==> src/rtl/frame_pkg.sv <==
package frame_pkg;
  parameter int LINE_W = 10;
  parameter int DOT_W  = 9;
  parameter int CNT_W  = 4;
  parameter int STAT_W = 8;
  typedef logic signed [LINE_W-1:0] line_t;
  typedef logic [DOT_W-1:0]         dot_t;
  typedef logic signed [CNT_W-1:0]  cnt_t;
endpackage

==> src/rtl/frame_raster.sv <==
module frame_raster
  import frame_pkg::*;
#(
  parameter int DOTS      = 341,
  parameter int LAST_LINE = 260,
  parameter int VBL_LINE  = 241,
  parameter int SHORT_DOT = 338
) (
  input  logic  clk_i,
  input  logic  rst_ni,
  input  logic  tick_i,
  input  logic  skip_en_i,
  output dot_t  dot_o,
  output line_t line_o,
  output logic  vbl_start_o,
  output logic  pre_start_o
);
  localparam line_t PRE_LINE = line_t'(-1);
  localparam dot_t  END_LONG  = dot_t'(DOTS - 1);
  localparam dot_t  END_SHORT = dot_t'(DOTS - 2);

  dot_t  dot_q;
  line_t line_q;
  logic  odd_q, short_q;
  logic  is_pre, line_end;

  assign is_pre   = (line_q == PRE_LINE);
  assign line_end = (dot_q == (short_q ? END_SHORT : END_LONG));

  always_ff @(posedge clk_i or negedge rst_ni) begin
    if (!rst_ni) begin
      dot_q   <= '0;
      line_q  <= line_t'(VBL_LINE);
      odd_q   <= 1'b0;
      short_q <= 1'b0;
    end else if (tick_i) begin
      if (is_pre && dot_q == '0) odd_q <= ~odd_q;
      if (line_end) begin
        dot_q   <= '0;
        short_q <= 1'b0;
        line_q  <= (line_q == line_t'(LAST_LINE)) ? PRE_LINE : line_q + line_t'(1);
      end else begin
        dot_q <= dot_q + dot_t'(1);
        if (is_pre && dot_q == dot_t'(SHORT_DOT) && skip_en_i && odd_q) short_q <= 1'b1;
      end
    end
  end

  assign dot_o       = dot_q;
  assign line_o      = line_q;
  assign vbl_start_o = tick_i && dot_q == '0 && line_q == line_t'(VBL_LINE);
  assign pre_start_o = tick_i && dot_q == '0 && is_pre;

  AST_DOT_RANGE: assert property (@(posedge clk_i) disable iff (!rst_ni)
    dot_q <= END_LONG);
  AST_LINE_WRAP: assert property (@(posedge clk_i) disable iff (!rst_ni)
    tick_i && line_q == line_t'(LAST_LINE) && dot_q == END_LONG |=> line_q == PRE_LINE && dot_q == '0);
  AST_SHORT_ONLY_PRE: assert property (@(posedge clk_i) disable iff (!rst_ni)
    short_q |-> is_pre && dot_q > dot_t'(SHORT_DOT));
  AST_POS_HOLD: assert property (@(posedge clk_i) disable iff (!rst_ni)
    !tick_i |=> $stable(dot_q) && $stable(line_q));
endmodule

==> src/rtl/vblank_seq.sv <==
module vblank_seq
  import frame_pkg::*;
#(
  parameter int SET_DLY = 2,
  parameter int CLR_DLY = 5
) (
  input  logic clk_i,
  input  logic rst_ni,
  input  logic tick_i,
  input  logic set_start_i,
  input  logic clr_start_i,
  input  logic rd_i,
  input  logic nmi_en_i,
  output logic vbl_o,
  output logic nmi_o
);
  localparam cnt_t SET_V = cnt_t'(SET_DLY);
  localparam cnt_t CLR_V = cnt_t'(-CLR_DLY);

  cnt_t cnt_q, cnt_step, cnt_tick, cnt_d;
  logic vbl_q, vbl_d, nmi_q;

  always_comb begin
    if (cnt_q == '0)            cnt_step = '0;
    else if (cnt_q[CNT_W-1])    cnt_step = cnt_q + cnt_t'(1);
    else                        cnt_step = cnt_q - cnt_t'(1);
    cnt_tick = cnt_q;
    if (tick_i) begin
      if (set_start_i)      cnt_tick = SET_V;
      else if (clr_start_i) cnt_tick = CLR_V;
      else                  cnt_tick = cnt_step;
    end
    // read after the dot step; pending clear survives
    cnt_d = (rd_i && cnt_tick != CLR_V) ? '0 : cnt_tick;
  end

  always_comb begin
    vbl_d = vbl_q;
    if (tick_i) begin
      if (cnt_q == CLR_V)      vbl_d = 1'b0;
      else if (cnt_q == SET_V) vbl_d = 1'b1;
    end
    if (rd_i) vbl_d = 1'b0;
  end

  always_ff @(posedge clk_i or negedge rst_ni) begin
    if (!rst_ni) begin
      cnt_q <= '0;
      vbl_q <= 1'b0;
      nmi_q <= 1'b0;
    end else begin
      cnt_q <= cnt_d;
      vbl_q <= vbl_d;
      if (tick_i && cnt_q == '0) nmi_q <= nmi_en_i & vbl_q;
    end
  end

  assign vbl_o = vbl_q;
  assign nmi_o = nmi_q;

  AST_SET_FLAG: assert property (@(posedge clk_i) disable iff (!rst_ni)
    tick_i && cnt_q == SET_V && !rd_i |=> vbl_q);
  AST_CLR_FLAG: assert property (@(posedge clk_i) disable iff (!rst_ni)
    tick_i && cnt_q == CLR_V |=> !vbl_q);
  AST_NMI_HOLD: assert property (@(posedge clk_i) disable iff (!rst_ni)
    !(tick_i && cnt_q == '0) |=> $stable(nmi_q));
  AST_READ_CLR: assert property (@(posedge clk_i) disable iff (!rst_ni)
    rd_i |=> !vbl_q);
  AST_CANCEL: assert property (@(posedge clk_i) disable iff (!rst_ni)
    rd_i && !tick_i && cnt_q != CLR_V |=> cnt_q == '0);
endmodule

==> src/rtl/frame_timing_gen.sv <==
module frame_timing_gen
  import frame_pkg::*;
#(
  parameter int DOTS      = 341,
  parameter int LAST_LINE = 260,
  parameter int VBL_LINE  = 241,
  parameter int SHORT_DOT = 338,
  parameter int SET_DLY   = 2,
  parameter int CLR_DLY   = 5
) (
  input  logic              clk_i,
  input  logic              rst_ni,
  input  logic              dot_en_i,
  input  logic              ctrl_we_i,
  input  logic              nmi_en_i,
  input  logic              mask_we_i,
  input  logic              render_en_i,
  input  logic              stat_rd_i,
  output logic [STAT_W-1:0] stat_o,
  output logic              nmi_o,
  output logic [LINE_W-1:0] line_o,
  output logic [DOT_W-1:0]  dot_o
);
  logic  nmi_en_q, render_en_q;
  logic  vbl_start, pre_start, vbl;
  line_t line_w;
  dot_t  dot_w;

  always_ff @(posedge clk_i or negedge rst_ni) begin
    if (!rst_ni) begin
      nmi_en_q    <= 1'b0;
      render_en_q <= 1'b0;
    end else begin
      if (ctrl_we_i) nmi_en_q    <= nmi_en_i;
      if (mask_we_i) render_en_q <= render_en_i;
    end
  end

  frame_raster #(
    .DOTS(DOTS), .LAST_LINE(LAST_LINE), .VBL_LINE(VBL_LINE), .SHORT_DOT(SHORT_DOT)
  ) u_raster (
    .clk_i(clk_i), .rst_ni(rst_ni), .tick_i(dot_en_i), .skip_en_i(render_en_q),
    .dot_o(dot_w), .line_o(line_w), .vbl_start_o(vbl_start), .pre_start_o(pre_start)
  );

  vblank_seq #(.SET_DLY(SET_DLY), .CLR_DLY(CLR_DLY)) u_vbl (
    .clk_i(clk_i), .rst_ni(rst_ni), .tick_i(dot_en_i), .set_start_i(vbl_start),
    .clr_start_i(pre_start), .rd_i(stat_rd_i), .nmi_en_i(nmi_en_q),
    .vbl_o(vbl), .nmi_o(nmi_o)
  );

  assign stat_o = {vbl, {(STAT_W-1){1'b0}}};
  assign line_o = line_w;
  assign dot_o  = dot_w;

  AST_NMI_NEEDS_FLAG: assert property (@(posedge clk_i) disable iff (!rst_ni)
    $rose(nmi_o) |-> $past(vbl) && $past(nmi_en_q));
endmodule

==> config.mk <==
export PLATFORM = sky130hd
export DESIGN_NAME = frame_timing_gen
export DESIGN_NICKNAME = d
export VERILOG_FILES = /design/src/rtl/frame_pkg.sv /design/src/rtl/frame_raster.sv /design/src/rtl/vblank_seq.sv /design/src/rtl/frame_timing_gen.sv
export SDC_FILE = /design/constraint.sdc
export NUM_CORES = 1
export LEC_CHECK = 0
export BUFFER_PORTS_ARGS = -buffer_cell sky130_fd_sc_hd__buf_2
export CAP_MARGIN = 20
export CORE_MARGIN = 2
export CORE_UTILIZATION = 40
export DETAILED_ROUTE_END_ITERATION = 10
export PLACE_DENSITY = 0.68
export SYNTH_ARGS = -nofsm -noshare
export SYNTH_HDL_FRONTEND = slang
export SYNTH_SLANG_ARGS = --single-unit
export TNS_END_PERCENT = 10
==> constraint.sdc <==
create_clock -name clk_i -period 2.4 [get_ports clk_i]
set_input_delay 0.24 -clock clk_i [delete_from_list [all_inputs] [get_ports clk_i]]
set_output_delay 0.24 -clock clk_i [all_outputs]
set_load 0.01 [all_outputs]
==> results.md <==
* Post-CTS Setup Inserts at 0
* CTS buffer count at 5
* CTS root buf: clkbuf_8
* GP Congestion at 0.8819
* GR Util All Layers at 16.24%
* 1st-iter DRT viols at 60
* Violated checks: hold timing
* Largest net degree at the start of global routing at 30
* Critical path class: reg2reg
* Ports at 36
* Final Max Slew Viols at 0
* Multi-input logic area at 944.7 sq um
* Die H at 70.81 um
* Yosys reg bits at 29
* Power per cell area at 845.6 mW/mm^2
* Largest cells by area after synthesis: dfrtp_1 34%, dfstp_2 7.4%, ha_1 7.0%
* Clk pin slew, worst setup/hold paths at 60 ps
* Dpl ws at about 150 ps
* Max Root-Sink Buffers at 2
* Synth Cell Area at about 0.0018 sq mm
* Clk sinks at 29
* FF-to-FF setup slack at ~200 ps
* Critical Path Start Type: register
* Row count at 24
* Vias post-DR at between 1.5k and 2k
* P&R area growth vs syn at 15.28%
* Hold Path Class: in2async
* R2r worst-path depth at 8
* Skew-Pair Late Insertion Delay at 280 ps
* Worst Skew at between 6 and 7 ps
* Die Width at 70.81 um
* Largest area contributor in the netlist: dfrtp_1
* Leak Pwr at 0.0009811 uW
* Data arrival, critical path at 2400 ps
* RSZ-0062 raised after global routing: false
* Fin crit share at 91.57%
* Worst hold slack at -19.23 ps
* Max Cap Violations at 0
* Worst path depth at 8
* Seq/Total Area, Yosys at about two fifths
* Met1 Track Usage GR at 20.96%
* YS warnings at 0
* PortBufs at 28
* Minimum clock period at 2198 ps
* CTS H-tree lvls at 2
* Drt pass-1 iters at 4
* Final setup vio count at 0
* Fin. Hold Viols at 24
* Critical path endpoint: u_vbl.cnt_q[0]
* FF-to-FF Start: u_raster.dot_o[1]
* Initial Utilization at 41.29%
* Worst reg2reg path endpoint: u_vbl.cnt_q[0]
* Fillers at 446
* Number of synthesized flops with an enable pin at 0
* Die area at 0.005014 sq mm
* Fmax at approximately 460 MHz
* Crit. Startpoint: u_raster.dot_o[1]
* CP max stage cell: or4b_1
* Worst path required time at approximately 2600 ps
* CTS tree: yes
* Post-synth ARST share at 100.0%
* Post-CTS sizing at 0
* Top delay family on crit path: simple AND/OR/NAND/NOR gates
* Peak supply drop at about 0.37 mV
* Nets@finish at 249
* Critical-path cell list: inv_1, ha_1, or4b_1, nor4_4, nand2_2, a311o_1, nand2b_1, a21oi_1
* Share of cells above drive strength 1 at 23.48%
* CP Capture Type: register
* Critical path's largest stage delay at ~480 ps
* Setup TNS at 0 ps
* DRT Wirelength at 3846 um
* Sum of buffers and inverters on the critical path at 1
* Synth top cells by count: 24 x dfrtp_1, 22 x nor2_1, 18 x a21oi_1, 17 x nand2_1, 12 x inv_1
* Mapped Cells at 197
* Max-slew headroom at the worst pin at 56.98%
* Top FF cell, synth: dfrtp_1
* Count leader, synth: dfrtp_1
* Worst Path Max Fanout at 7
* First-pass GRT wire length at 6458 um
* Total gr overflow at 0
* Status: complete, but fails checks
* Yosys cell types at 41
* Post-detail-place hpwl at about 2800 um
* Mean Syn Cell Area at just over 9 sq um
* Post-DRT Antenna Nets at 0
* Vias in the first global route at 1,393
* GR peak layer: met2
* Vias per cell at between 5 and 6
* M3 GR Usage at 4.274%
* Synth top area share at 33.64%
* GRT met2 Usage at 25.86%
* Seq. cell area at 732.0 sq um
* Post-CTS Hold Buffers at 0
* Final WS setup at 202.4 ps
* Initial antenna violation count at 0
* # DRC at 0
* Placeable Area at 0.004324 sq mm
* Ant. Diodes at 0
* DR WL/cell at 13.64 um
* Tightest Pin Transition at about 650 ps
[final cells by class]
class | instances | share of cell area (%)
Clock buffer | 7 | 4.195
Sequential cell | 29 | 35.56
Timing Repair Buffer | 34 | 8.997
Multi-Input combinational cell | 148 | 45.90
Tap cell | 52 | 3.161
Inverter | 12 | 2.188
[layer usage]
metal / vias up / part of all wire, %
li1: 731 / -
met5: - / 0
met2: 30 / 46
met1: 733 / 47
met3: 7 / 4.7
met4: 0 / 1.6
[power breakdown]
group	switching [uW]	total, uW	internal, uW
sequential	116	698	582
clock	178	405	227
combinational	359	637	279
total	653	1740	1090
[sequential cells by signal, summed over array words and instances, names as in the netlist]
name              flops
u_vbl.nmi_o           1
render_en_q           1
u_raster.dot_o        9
u_raster.odd_q        1
u_raster.line_o      10
u_raster.short_q      1
u_vbl.cnt_q           4
u_vbl.vbl_o           1
nmi_en_q              1
[cells in the final DEF (no fill, tap or decap), types with 4 or more instances in the layout]
| cell | count |
|---|---|
| ha_1 | 10 |
| dfrtp_1 | 24 |
| inv_1 | 11 |
| buf_4 | 6 |
| xor2_1 | 5 |
| clkbuf_8 | 6 |
| nand2_1 | 16 |
| a31oi_1 | 6 |
| o21ai_0 | 7 |
| and3_1 | 4 |
| nand3_1 | 11 |
| nand4_1 | 5 |
| and2_1 | 5 |
| conb_1 | 7 |
| nor2_1 | 22 |
| a21oi_1 | 18 |
| buf_2 | 28 |
| dfstp_2 | 5 |
[worst min path at each step]
stage	start	end	slack, ps
floorplan	rst_ni	nmi_en_q	-60
global placement	rst_ni	u_raster.dot_o[5]	310
detailed placement	rst_ni	u_raster.dot_o[3]	320
CTS	rst_ni	u_vbl.cnt_q[1]	10
global route	rst_ni	u_raster.line_o[2]	40
finish	rst_ni	u_raster.line_o[2]	-20
[cell families (layout without fill, tap and decap cells)]
logic type | after synthesis | in the layout | synth area share, %
AO/OA/AOI/OAI | 39 | 39 | 13.46
buffers and inverters | 26 | 53 | 7.988
XOR/XNOR | 8 | 8 | 3.924
flip-flops | 29 | 29 | 41.00
adder cells (fa/ha/maj) | 11 | 11 | 8.129
other | 1 | 7 | 0.2100
AND/OR/NAND/NOR | 81 | 81 | 24.04
multiplexers | 2 | 2 | 1.261
[stage by stage]
stage                     utilization, %  instance area (sq um)  cells  power (uW)
after floorplan                        -                   1808    203        1153
after global placement             45.34                   1961    275        1322
after detailed placement           45.34                   1961    275        1340
after CTS                          47.34                   2047    282        1755
after global routing               47.60                   2058    282        1876
final                              47.60                   2058    282        1741
Power figures use the tool's default switching activity.
